==> config.mk <==
export PLATFORM = sky130hd
export DESIGN_NAME = rtc_alarm_pair
export DESIGN_NICKNAME = d
export VERILOG_FILES = /design/src/rtl/rtc_alarm_pkg.sv /design/src/rtl/rtc_alarm_ptr.sv /design/src/rtl/rtc_alarm_slot.sv /design/src/rtl/rtc_alarm_flags.sv /design/src/rtl/rtc_alarm_pair.sv
export SDC_FILE = /design/constraint.sdc
export NUM_CORES = 1
export LEC_CHECK = 0
export ABC_CLOCK_PERIOD_IN_PS = 6100
export BUFFER_PORTS_ARGS = -buffer_cell sky130_fd_sc_hd__clkbuf_2
export CAP_MARGIN = 20
export CORE_MARGIN = 2
export CORE_UTILIZATION = 55
export CTS_CLUSTER_DIAMETER = 60
export DETAILED_ROUTE_END_ITERATION = 8
export PLACE_DENSITY = 0.81
export SLEW_MARGIN = 10
export SYNTH_ARGS = -nofsm -noshare
export SYNTH_HDL_FRONTEND = slang
export SYNTH_HIERARCHICAL = 1
export SYNTH_SLANG_ARGS = --single-unit
export TNS_END_PERCENT = 1
==> constraint.sdc <==
create_clock -name clk -period 6.1 [get_ports clk]
set_clock_uncertainty 0.05 [all_clocks]
set_input_delay 0 -clock clk [delete_from_list [all_inputs] [get_ports clk]]
set_output_delay 0 -clock clk [all_outputs]
set_load 0.005 [all_outputs]
==> src/rtl/rtc_alarm_pkg.sv <==
package rtc_alarm_pkg;

  localparam int NFIELD = 5;

  typedef logic [NFIELD-1:0] rpt_t;

  // Field enable mask, bit order {month, date, hour, minute, second}.
  function automatic logic [NFIELD-1:0] rpt_to_mask(input rpt_t code);
    logic [NFIELD-1:0] m;
    case (code)
      5'b11111: m = 5'b00000;
      5'b11110: m = 5'b00001;
      5'b11100: m = 5'b00011;
      5'b11000: m = 5'b00111;
      5'b10000: m = 5'b01111;
      5'b00000: m = 5'b11111;
      default:  m = 5'b00000;
    endcase
    return m;
  endfunction

  // Every enabled field must compare equal.
  function automatic logic fields_agree(input logic [NFIELD-1:0] mask,
                                        input logic [NFIELD-1:0] eq);
    return &(eq | ~mask);
  endfunction

endpackage

==> src/rtl/rtc_alarm_ptr.sv <==
module rtc_alarm_ptr #(
  parameter int ADDR_W   = 5,
  parameter int TOP_ADDR = 24
) (
  input  logic              clk,
  input  logic              rst_n,
  input  logic              load,
  input  logic [ADDR_W-1:0] load_val,
  input  logic              step,
  output logic [ADDR_W-1:0] ptr
);
  localparam logic [ADDR_W-1:0] TOP = ADDR_W'(TOP_ADDR);

  logic [ADDR_W-1:0] ptr_nx;

  always_comb begin
    ptr_nx = ptr;
    if (load)      ptr_nx = (load_val > TOP) ? '0 : load_val;
    else if (step) ptr_nx = (ptr == TOP) ? '0 : ptr + ADDR_W'(1);
  end

  always_ff @(posedge clk or negedge rst_n) begin
    if (!rst_n) ptr <= '0;
    else        ptr <= ptr_nx;
  end
endmodule

==> src/rtl/rtc_alarm_slot.sv <==
module rtc_alarm_slot
  import rtc_alarm_pkg::*;
#(
  parameter int ADDR_W = 5,
  parameter int DW     = 8,
  parameter int BASE   = 10
) (
  input  logic              clk,
  input  logic              rst_n,
  input  logic              wr_go,
  input  logic [ADDR_W-1:0] ptr,
  input  logic [DW-1:0]     wdata,
  input  logic              tick,
  input  logic [DW-1:0]     cur_mon,
  input  logic [DW-1:0]     cur_date,
  input  logic [DW-1:0]     cur_hour,
  input  logic [DW-1:0]     cur_min,
  input  logic [DW-1:0]     cur_sec,
  output logic              hit,
  output logic [DW-1:0]     rd_val,
  output logic              irq_en,
  output logic              fire
);
  localparam int NREG  = NFIELD;
  localparam int OFF_W = $clog2(NREG);

  logic [DW-1:0]    regs [NREG];
  logic [OFF_W-1:0] off;
  rpt_t             code;
  logic [NFIELD-1:0] eq;
  logic             disabled;

  assign hit = (int'(ptr) >= BASE) && (int'(ptr) < BASE + NREG);
  assign off = OFF_W'(int'(ptr) - BASE);

  for (genvar g = 0; g < NREG; g++) begin : g_reg
    always_ff @(posedge clk or negedge rst_n) begin
      if (!rst_n)                                  regs[g] <= '0;
      else if (wr_go && hit && off == OFF_W'(g))   regs[g] <= wdata;
    end
  end

  assign rd_val = hit ? regs[off] : '0;
  assign irq_en = regs[0][7];
  assign code   = {regs[1][7], regs[1][6], regs[2][7], regs[3][7], regs[4][7]};

  assign eq = {cur_mon  == {1'b0, regs[0][6:0]},
               cur_date == {2'b0, regs[1][5:0]},
               cur_hour == {1'b0, regs[2][6:0]},
               cur_min  == {1'b0, regs[3][6:0]},
               cur_sec  == {1'b0, regs[4][6:0]}};

  assign disabled = (code == '0) && (regs[1][5:0] == '0);
  assign fire     = tick && !disabled && fields_agree(rpt_to_mask(code), eq);
endmodule

==> src/rtl/rtc_alarm_flags.sv <==
module rtc_alarm_flags #(
  parameter int NAL = 2
) (
  input  logic           clk,
  input  logic           rst_n,
  input  logic [NAL-1:0] fire,
  input  logic           clr,
  input  logic [NAL-1:0] enables,
  input  logic           masked,
  output logic [NAL-1:0] flags,
  output logic           irq_n
);
  always_ff @(posedge clk or negedge rst_n) begin
    if (!rst_n) flags <= '0;
    else        flags <= (clr ? '0 : flags) | fire;
  end

  assign irq_n = !((|(flags & enables)) && !masked);
endmodule

==> src/rtl/rtc_alarm_pair.sv <==
module rtc_alarm_pair #(
  parameter int ADDR_W    = 5,
  parameter int DW        = 8,
  parameter int A_BASE    = 10,
  parameter int B_BASE    = 20,
  parameter int FLAG_ADDR = 15,
  parameter int TOP_ADDR  = 24
) (
  input  logic              clk,
  input  logic              rst_n,
  input  logic              sec_tick,
  input  logic              on_batt,
  input  logic [DW-1:0]     cur_mon,
  input  logic [DW-1:0]     cur_date,
  input  logic [DW-1:0]     cur_hour,
  input  logic [DW-1:0]     cur_min,
  input  logic [DW-1:0]     cur_sec,
  input  logic              ptr_ld,
  input  logic [ADDR_W-1:0] ptr_val,
  input  logic              wr_en,
  input  logic              rd_en,
  input  logic [DW-1:0]     wdata,
  output logic [DW-1:0]     rdata,
  output logic              irq_n
);
  localparam int NAL = 2;
  localparam logic [ADDR_W-1:0] FLAG = ADDR_W'(FLAG_ADDR);

  logic              bus_ok, wr_go, rd_go, ld_go;
  logic [ADDR_W-1:0] ptr_q;
  logic [NAL-1:0]    fire_ev, hit_v, en_v, flags_q;
  logic [DW-1:0]     slot_rd [NAL];
  logic              flag_rd_ev, on_flag;
  logic [DW-1:0]     rd_mux;

  assign bus_ok = !on_batt;
  assign wr_go  = wr_en  && bus_ok;
  assign rd_go  = rd_en  && bus_ok;
  assign ld_go  = ptr_ld && bus_ok;

  rtc_alarm_ptr #(.ADDR_W(ADDR_W), .TOP_ADDR(TOP_ADDR)) u_ptr (
    .clk(clk), .rst_n(rst_n), .load(ld_go), .load_val(ptr_val),
    .step(wr_go || rd_go), .ptr(ptr_q)
  );

  for (genvar g = 0; g < NAL; g++) begin : g_slot
    rtc_alarm_slot #(.ADDR_W(ADDR_W), .DW(DW),
                     .BASE(g == 0 ? A_BASE : B_BASE)) u_slot (
      .clk(clk), .rst_n(rst_n), .wr_go(wr_go), .ptr(ptr_q), .wdata(wdata),
      .tick(sec_tick), .cur_mon(cur_mon), .cur_date(cur_date),
      .cur_hour(cur_hour), .cur_min(cur_min), .cur_sec(cur_sec),
      .hit(hit_v[g]), .rd_val(slot_rd[g]), .irq_en(en_v[g]), .fire(fire_ev[g])
    );
  end

  assign on_flag    = (ptr_q == FLAG);
  assign flag_rd_ev = rd_go && on_flag;

  rtc_alarm_flags #(.NAL(NAL)) u_flags (
    .clk(clk), .rst_n(rst_n), .fire(fire_ev), .clr(flag_rd_ev),
    .enables(en_v), .masked(on_flag), .flags(flags_q), .irq_n(irq_n)
  );

  always_comb begin
    rd_mux = '0;
    if (on_flag) rd_mux = DW'(flags_q);
    for (int i = 0; i < NAL; i++)
      if (hit_v[i]) rd_mux = slot_rd[i];
  end

  always_ff @(posedge clk or negedge rst_n) begin
    if (!rst_n)     rdata <= '0;
    else if (rd_go) rdata <= rd_mux;
  end
endmodule

### Word level (Yosys, flattened, before mapping)

Cells that the tools add are included.

| word-level totals | value |
|---|---|
| bits in registers | 95 |
| bits of input ports | 60 |
| output and inout bits | 9 |
| logic and storage cells | 116 |

| cells by class | value |
|---|---|
| add/sub/neg operators | 3 |
| magnitude comparators | 7 |
| equality and inequality tests | 28 |
| multiplexer cells | 16 |
| bitwise logic cells | 8 |
| reduce and logical (&&, ||, !) cells | 41 |

Operator list:

| operator | count |
|---|---|
| == test 8 x 7 -> 1 bit | 8 |
| case mux 5 bit (5 select lines) | 2 |
| binary-select mux 8 bit (select 3 bit) | 2 |
| 2-to-1 mux 8 bit | 6 |
| == test 5 bit (second input constant) | 9 |
| logical AND 1 bit | 25 |
| 2-to-1 mux 5 bit | 4 |
| == test 8 x 6 -> 1 bit | 2 |
| == test 3 x 2 -> 1 bit (second input constant) | 4 |
| logical NOT 6 bit | 2 |
| logical NOT 5 bit | 2 |
| inverter 5 bit | 2 |
| bitwise OR 5 bit | 2 |
| AND reduction 5 bit | 2 |
| >= comparator 4 bit (second input constant) | 2 |
| inverter 3 -> 4 bit | 2 |
| == test 3 x 1 -> 1 bit (second input constant) | 2 |
| == test 3 bit (second input constant) | 2 |
| logical NOT 3 bit | 2 |
| adder 5 x 1 -> 5 bit (second input constant) | 1 |
| == test 5 x 4 -> 1 bit (second input constant) | 1 |
| >= comparator 5 x 4 -> 1 bit (second input constant) | 1 |
| >= comparator 5 bit (second input constant) | 1 |
| > comparator 5 bit (second input constant) | 1 |
| other kinds (11) | 16 |

### Longest topological paths before layout

Gate-level depths: netlist of the first run.

| logic depth | value |
|---|---|
| word-level depth | 7 |
| depth in mapped cells | 10 |
| gate-level depth less buffers | 7 |

### Modules after synthesis

The synthesis of the first run kept the hierarchy.

By module, submodules not included:

| module | instances | cells an instance | area an instance (µm²) | seq. area each (µm²) |
|---|---|---|---|---|
| rtc_alarm_slot (g_slot[0].u_slot) | 1 | 215 | 2533.7 | 1001.0 |
| rtc_alarm_slot (g_slot[1].u_slot) | 1 | 210 | 2446.1 | 1001.0 |
| rtc_alarm_pair | 1 | 51 | 523.0 | 200.2 |
| rtc_alarm_ptr | 1 | 41 | 349.1 | 125.1 |
| rtc_alarm_flags | 1 | 7 | 83.8 | 50.0 |

### Worst setup path before layout of the first run

No wires, ideal clock.

| timing path | value |
|---|---|
| path type | reg2reg |
| start point | register u_ptr.ptr[0] |
| end point | register g_slot[0].u_slot.regs, in the netlist g_slot[0].u_slot/code[1] |
| library setup time | 0.125 ns |
| arrival time | 2.251 ns |
| required time | 5.925 ns |
| setup slack | 3.674 ns |
| stages on the path, launching flop included | 10 |
| buffers on the path | 3 |
| period minus slack after synthesis | 2.426 ns |
| path through | dfrtp_1 -> buf_6 -> or3b_1 -> a221o_1 -> buf_6 -> clkinv_2 -> and3_4 -> buf_8 -> nand3_4 -> mux2_4 |

| on the way | value |
|---|---|
| word-level cells in the longest chain between the ends | 4 |
| elaborated cells on any way between the ends | 7 |
| classes of those cells | 1 x add/sub; 2 x order compare; 1 x eq/ne; 3 x reduce/logical |

Ends and longest elaborated chain:

| item | RTL line | RTL |
|---|---|---|
| start: declaration | rtc_alarm_ptr.sv:10 | `output logic [ADDR_W-1:0] ptr` |
| start signal: assignment | rtc_alarm_ptr.sv:24 | `else ptr <= ptr_nx;` |
| >= comparator 5 x 4 -> 1 bit or < comparator 5 x 4 -> 1 bit (tied branches) | rtc_alarm_slot.sv:33 | `assign hit = (int'(ptr) >= BASE) && (int'(ptr) < BASE + NREG);` |
| logical AND 1 bit (*) | rtc_alarm_slot.sv:33 |  |
| via hit_v[0] | rtc_alarm_pair.sv:31 | `logic [NAL-1:0] fire_ev, hit_v, en_v, flags_q;` |
| logical AND 1 bit (*) (2 in series) | rtc_alarm_slot.sv:39 | `else if (wr_go && hit && off == OFF_W'(g)) regs[g] <= wdata;` |
| end signal: indexed assignment | rtc_alarm_slot.sv:39 |  |
| end: declaration | rtc_alarm_slot.sv:27 | `logic [DW-1:0] regs [NREG];` |

Mark *: on every way through the listed nets, which the timed path passes. The rest lies on a longest branch.
A chain may end at the register's enable or synchronous reset.

### Worst setup path in the final report of the first run

| timing path | value |
|---|---|
| start point | register u_ptr.ptr[2] |
| end point | register g_slot[0].u_slot/regs[29] (netlist name) |

The elaborated chain is that of the path after synthesis.

==> metrics.md, run 1 <==
| Metric | Value |
|---|---|
| Arr. time, crit path | 3020 ps |
| Cell area power density | between 300 and 400 nW/um2 |
| Slew Limit Fails | 0 |
| Worst VDD drop | 185 uV |
| Synthesized area | just under 6000 um2 |
| Global routing usage on met3 | under 10% |
| Max Fclk | 355 MHz |
| Layout cell share with drive strength beyond 1 | 34.4% |
| Number of synthesized flops with an enable pin | 0 |
| Via count | roughly 4500 |
| Gate Count Post-Synth | between 500 and 600 |
| Worst EP required | between 6000 and 7000 ps |
| GRT busiest layer | met2 |
| Root buffer cell | clkbuf_8 |
| Met2 global-route usage | between 40 and 50% |
| # clock sinks | between 90 and 100 |
| Die X-Extent | ~110 um |
| Initial Util | between 50 and 60% |
| Critical path fanouts, max | 29 |
| H-tree levels | 3 |
| Vias per inst | 6.14 |
| GPL Wtd Cong | between 0.9 and 1 |
| GR Util met1 | around two fifths |
| Hold WC Path Type | primary input to register |
| Dpl hpwl | 11.7 mm |
| Die area | between 10000 and 15000 um2 |
| Synth-to-Final Area Change | 11.6% |
| Final hold vios | 0 |
| FP Rows | 37 |
| Post-synth top area share | 40.1% |
| #FFs+latches synth | between 90 and 100 |
| RSZ-0062 raised after global routing | false |
| Yosys cell types | 73 |
| Synth area leader | dfrtp_1 |
| CTS Buffer Depth | 2 |
| Seq/Total Area, Yosys | between 40% and 50% |
| Startpoint Class | register |
| Top_reg_cell synth | dfrtp_1 |
| CP max-delay cell | dfrtp_1 |
| Critical Path End Type | register |
| Gr usage total | about 29% |
| Initial antenna violation count | 0 |
| DRC viols | 0 |
| PostCTS Resize Cnt | 0 |
| LEAKAGE | between 3 and 4 nW |
| Number of port buffers | 68 |
| Synthesized area per cell | between 10 and 15 um2 |
| Total routed wirelength | around 16 mm |
| PnR worst setup slack | between 3000 and 4000 ps |
| Crit Path Category | register to register |
| Initial DRC count | approximately 330 |
| Worst-path cell chain | inv_1, ha_1, a221o_1, clkinv_2, and3_4, nand3_4, mux2_4 |
| Final ANT Viol Nets | 0 |
| Outcome | finished clean |
| CTS tree | yes |
| DRT Pass-1 Iters | 5 |
| Async SR Flop Fraction | between 90% and 100% |
| CTS Hold Bufs | 10 |
| Largest net degree at the start of global routing | 83 |
| Net count after synthesis | between 500 and 600 |
| Most common cell after layout, fill and taps aside | dfrtp_1 |
| Dpl ws | between 3000 and 4000 ps |
| Die H | approximately 110 um |
| Grt ovf | 0 |
| Vias in the first global route | between 4000 and 5000 |
| Maxcap violations | 0 |
| Most frequent cells in the layout | dfrtp_1, mux2_2, clkbuf_2 |
| Total power | about 2.6 mW |
| Post-CTS repair timing setup buffer count | 0 |
| Global-route wire length before repair | 25.0 mm |
| Headroom to the max-slew limit | around 43% |
| Ranking of synthesized cells by area | dfrtp_1, mux2_2, xor2_1 |
| Total CTS buffers | 9 |
| Worst path max stage delay | 910 ps |
| Nets | between 600 and 700 |
| Antenna diode count | 0 |
| Final min period | around 2800 ps |
| Worst-path clk slew | 90 ps |
| Final setup TNS | 0 ps |
| # IOs | 69 |
| WL per Instance | approximately 21 um |
| Final worst path period share | a little under half |
| Clk Latency, worst-skew pair | 370 ps |
| Final Setup Violations | 0 |
| Worst-Margin Slew | between 800 and 900 ps |
| Yosys warns | 6 |
| Fillers | roughly 840 |
| Core area | roughly 10000 um2 |
[layer usage]
| layer | vias up | wire, um |
|---|---|---|
| met5 | - | 0 |
| met4 | 0 | 400 |
| met3 | 33 | 1200 |
| met2 | 213 | 7280 |
| met1 | 2222 | 6920 |
| li1 | 2067 | - |
[worst max-delay path, delay by kind of cell (launching register included)]
kind / cells / cell delay (ps)
flops: 1 / 910
simple gates: 2 / 460
compound gates: 1 / 440
mux: 1 / 360
buf+inv: 2 / 260
fa+ha+maj: 1 / 220
[state kept, by name, indices dropped and copies added (netlist names)]
register and cells:
g_slot.u_slot/code 10, rdata 8, g_slot.u_slot/irq_en 2, u_ptr/ptr 5
u_flags/flags 2, g_slot.u_slot/regs 68
[path summary, 6_finish.rpt]
| check | startpoint | to | slack, ps | cells after the start |
|---|---|---|---|---|
| min in group asynchronous | rst_n | g_slot[0].u_slot/regs[2]$_DFFE_PN0P_ | 130 | 3 |
| worst min-delay path | rd_en | rdata[6]$_DFFE_PN0P_ | 40 | 4 |
| worst min register to register | rdata[6]$_DFFE_PN0P_ | rdata[6]$_DFFE_PN0P_ | 470 | 2 |
| max in group asynchronous | rst_n | g_slot[1].u_slot/regs[13]$_DFFE_PN0P_ | 4930 | 3 |
| worst max-delay path | u_ptr/ptr[2]$_DFFE_PN0P_ | g_slot[0].u_slot/regs[29]$_DFFE_PN0P_ | 3280 | 7 |
| worst max register to register | u_ptr/ptr[2]$_DFFE_PN0P_ | g_slot[0].u_slot/regs[29]$_DFFE_PN0P_ | 3280 | 7 |
[power breakdown]
part / switching (mW) / internal, mW / total (mW)
Clock: 0.219 / 0.147 / 0.366
Sequential: 0.315 / 0.862 / 1.18
Combinational: 0.495 / 0.534 / 1.03
[through the flow]
step                std cells  util [%]  area [um2]  hold WS (ps)
floorplan                 524         -        5940          -346
global placement          713      60.9        6340          -198
detailed placement        713      60.9        6340          -193
CTS                       737      63.4        6600          15.7
global route              738      63.6        6630          43.8
finish                    738      63.6        6630          35.4
[synthesized netlist by cell type, types with 5 or more instances]
master and number:
mux2_4 16, mux4_2 7, nor3_1 8, nor4_1 17, inv_1 10, nand2_1 22, nor2_1 37, a21oi_1 33
dfrtp_1 95, nand3_1 9, buf_6 5, a221oi_2 6, xnor2_1 19, xor2_1 49, o21ai_0 8, o31ai_1 5
nor2b_1 5, mux2_2 67, mux2i_1 8
[final cells by class]
type	instances	area, um2	area share, %
Tap cell	136	170	2.57
Inverter	13	52.6	0.793
Timing Repair Buffer	82	493	7.44
Sequential cell	95	2380	35.9
Multi-Input combinational cell	398	3370	50.9
Clock buffer	10	128	1.93
Clock inverter	4	32.5	0.491
[cells by family after synthesis]
| logic type | Yosys count | synth area share [%] |
|---|---|---|
| adders and majority gates | 4 | 0.843 |
| DFF | 95 | 40.1 |
| muxes | 99 | 21.2 |
| xor gates and xnor gates | 68 | 10.0 |
| buffers and inverters | 31 | 3.14 |
| AOI/OAI and AO/OA | 81 | 9.44 |
| and+or+nand+nor | 146 | 15.3 |
Note: power is estimated with default switching activity, not from simulation.
==> run 2, diff against run 1 <==
--- a/config.mk
+++ b/config.mk
@@ -5,11 +5,11 @@
 export SDC_FILE = /design/constraint.sdc
 export NUM_CORES = 1
 export LEC_CHECK = 0
-export ABC_CLOCK_PERIOD_IN_PS = 6100
+export ABC_CLOCK_PERIOD_IN_PS = 2400
 export BUFFER_PORTS_ARGS = -buffer_cell sky130_fd_sc_hd__clkbuf_2
 export CAP_MARGIN = 20
 export CORE_MARGIN = 2
-export CORE_UTILIZATION = 55
+export CORE_UTILIZATION = 53
 export CTS_CLUSTER_DIAMETER = 60
 export DETAILED_ROUTE_END_ITERATION = 8
 export PLACE_DENSITY = 0.81
==> constraint.sdc (replaced) <==
create_clock -name clk -period 2.4 [get_ports clk]
set_clock_uncertainty 0.05 [all_clocks]
set_input_delay 0 -clock clk [delete_from_list [all_inputs] [get_ports clk]]
set_output_delay 0 -clock clk [all_outputs]
set_load 0.005 [all_outputs]
==> run 2 against run 1 <==
  * Cell area up 1.3%
  * Wire length up 7.5%
  * Worst hold slack worse by 33 ps
  * Core utilization decreased by 2.0 points
  * Non-clock buffer count rose by 6
  * Critical path type unchanged
  * Cell count rose by 1.6%
  * Sequential share of layout area decreased by 0.45 points
==> metrics.md, run 2 (synthesis results as in run 1) <==
| Metric | Value |
|---|---|
| Internal power | 4.00 mW (was 1.54 mW) |
| Total CTS buffers | 9 (unchanged) |
| Core area | 10900 um2 (was 10400 um2) |
| Dpl cell area | 6450 um2 (was 6340 um2) |
| Final Core Density | 61.7% (was 63.6%) |
| Vias per inst | 6.22 (was 6.14) |
| Flop2flop setup slack | 180 ps (was 3280 ps) |
| Die X-Extent | 110 um (was 108 um) |
| Initial antenna violation count | 0 (unchanged) |
| Initial Util | 54.5% (was 57.0%) |
| Total power | 6.77 mW (was 2.57 mW) |
| Arr. time, crit path | 2490 ps (was 3020 ps) |
| Fillers | 882 (was 836) |
| CTS Buffer Depth | 2 (unchanged) |
| Logic pwr share | 41.1% (was 40.0%) |
| Max reg flops | 68 (unchanged) |
| Antenna diode count | 0 (unchanged) |
| Gr usage total | 29.7% (was 28.9%) |
| Max Fclk | 451 MHz (was 355 MHz) |
| Final worst path period share | 92.3% (was 46.2%) |
| Hold Path Origin | sec_tick (was rd_en) |
| Crit Path Category | register to register (unchanged) |
| Largest net degree at the start of global routing | 48 (was 83) |
| Layout cell share with drive strength beyond 1 | 35.9% (was 34.4%) |
| GPL Wtd Cong | 0.955 (was 0.952) |
| DRC viols | 0 (unchanged) |
| FF/Latch Area | 2380 um2 (about the same) |
| Dpl hpwl | 12.6 mm (was 11.7 mm) |
| Critical path fanouts, max | 3 (was 29) |
| Register share of total power | 43.5% (was 45.7%) |
| Final ANT Viol Nets | 0 (unchanged) |
| Hold_ws | 2.04 ps (was 35.4 ps) |
| DRT Pass-1 Iters | 6 (was 5) |
| Reg-to-reg startpoint | g_slot[1].u_slot/regs[4]$_DFFE_PN0P_ (was u_ptr/ptr[2]$_DFFE_PN0P_) |
| Hold Path Depth | 3 (was 4) |
| Most flops, register | g_slot.u_slot/regs (unchanged) |
| RSZ-0062 raised after global routing | false (unchanged) |
| Final instance area | 6710 um2 (was 6630 um2) |
| Maxcap violations | 0 (unchanged) |
| Clk Latency, worst-skew pair | 370 ps (about the same) |
| Multi-input gate area | 3370 um2 (unchanged) |
| Nets | 669 (was 663) |
| Worst-Margin Slew | 872 ps (was 856 ps) |
| Grt ovf | 0 (unchanged) |
| Outcome | finished clean (unchanged) |
| Final min period | 2220 ps (was 2820 ps) |
| Final Setup Violations | 0 (unchanged) |
| Die area | 12100 um2 (was 11600 um2) |
| Startpoint Class | register (unchanged) |
| Hold WC Path Type | primary input to register (unchanged) |
| Via count | 4668 (was 4535) |
| Switching share of power | 40.9% (was 40.0%) |
| Total routed wirelength | 17.0 mm (was 15.8 mm) |
| LEAKAGE | 3.20 nW (was 3.14 nW) |
| Hold Crit Endpoint | u_flags/flags[1]$_DFF_PN0_ (was rdata[6]$_DFFE_PN0P_) |
| # clock sinks | 95 (unchanged) |
| CTS tree | yes (unchanged) |
| Vias in the first global route | 4762 (was 4573) |
| Cell area power density | 1010 nW/um2 (was 388 nW/um2) |
| Initial DRC count | 485 (was 328) |
| Clk network pwr share | 15.3% (was 14.2%) |
| WL per Instance | 22.6 um (was 21.4 um) |
| FF-to-FF End | u_flags/flags[1]$_DFF_PN0_ (was g_slot[0].u_slot/regs[29]$_DFFE_PN0P_) |
| Worst EP required | 2670 ps (was 6300 ps) |
| # IOs | 69 (unchanged) |
| Final setup TNS | 0 ps (unchanged) |
| Global-route wire length before repair | 26.4 mm (was 25.0 mm) |
| Die H | 110 um (was 108 um) |
| Root buffer cell | clkbuf_8 (unchanged) |
| Synth-to-Final Area Change | 13.1% (was 11.6%) |
| Reg2reg path depth | 6 (was 7) |
| Number of port buffers | 68 (unchanged) |
| P_sw | 2.77 mW (was 1.03 mW) |
| Final hold vios | 0 (unchanged) |
| H-tree levels | 3 (unchanged) |
| FP Rows | 38 (was 37) |
| Most common cell after layout, fill and taps aside | dfrtp_1 (unchanged) |
| Critical Path End Type | register (unchanged) |
| Most frequent cells in the layout | dfrtp_1, mux2_2, clkbuf_2 (unchanged) |
| Post-CTS repair timing setup buffer count | 0 (unchanged) |
| Headroom to the max-slew limit | 41.4% (was 42.9%) |
| Slew Limit Fails | 0 (unchanged) |
| Worst VDD drop | 543 uV (was 185 uV) |
| Worst-path clk slew | 110 ps (was 90 ps) |
run 2: metrics by stage:
step,std cells,setup slack [ps]
after floorplan,524,-2.72
after global placement,726,259
after detailed placement,726,230
after CTS,750,200
after global routing,750,50.1
final,750,185
run 2: power by group through the flow:
stage	Combinational [mW]	Sequential [mW]	Clock, mW
2_1_floorplan	2.06	2.69	0
3_3_place_gp	2.61	2.91	0
5_1_grt	2.99	3.00	1.10
4_1_cts	2.74	2.92	1.05
3_5_place_dp	2.71	2.96	0
6_report	2.79	2.95	1.04
run 2: repair_timing:
item	CTS	global route
hold buffers	8	0
hold endpoints to repair	50	0
resized for setup	0	0
run 2: layer usage:
layer | vias to the layer above | GRT usage (%) | share of wire (%)
li1 | 2085 | - | -
met1 | 2305 | 40.8 | 42
met2 | 230 | 48.5 | 48
met3 | 48 | 2.90 | 6.8
met4 | 0 | 11.7 | 3.3
met5 | - | 0 | 0
run 2: worst max path at each step:
stage	cells past startpoint	start	slack [ps]	to
final	6	g_slot[1].u_slot/regs[4]$_DFFE_PN0P_	180	u_flags/flags[1]$_DFF_PN0_
after detailed placement	6	g_slot[1].u_slot/regs[4]$_DFFE_PN0P_	230	u_flags/flags[1]$_DFF_PN0_
after CTS	6	u_ptr/ptr[0]$_DFFE_PN0P_	200	g_slot[0].u_slot/code[3]$_DFFE_PN0P_
after global placement	6	u_ptr/ptr[0]$_DFFE_PN0P_	260	g_slot[0].u_slot/regs[11]$_DFFE_PN0P_
after floorplan	9	u_ptr/ptr[0]$_DFFE_PN0P_	-3	g_slot[0].u_slot/code[3]$_DFFE_PN0P_
after global routing	6	g_slot[1].u_slot/regs[4]$_DFFE_PN0P_	50	u_flags/flags[1]$_DFF_PN0_
run 2: worst max-delay path: stages (launching register included):
cell      delay, ps
dfrtp_1         440
xor2_1          180
nor4_1          430
a211oi_1        160
a311oi_1        520
and4_1          300
a21o_1           90
run 2: final cells by class:
cell class | count | share of cell area (%)
Tap cell | 140 | 2.61
Clock inverter | 7 | 0.895
Inverter | 13 | 0.783
Sequential cell | 95 | 35.4
Multi-Input combinational cell | 398 | 50.2
Timing Repair Buffer | 88 | 8.20
Clock buffer | 9 | 1.84
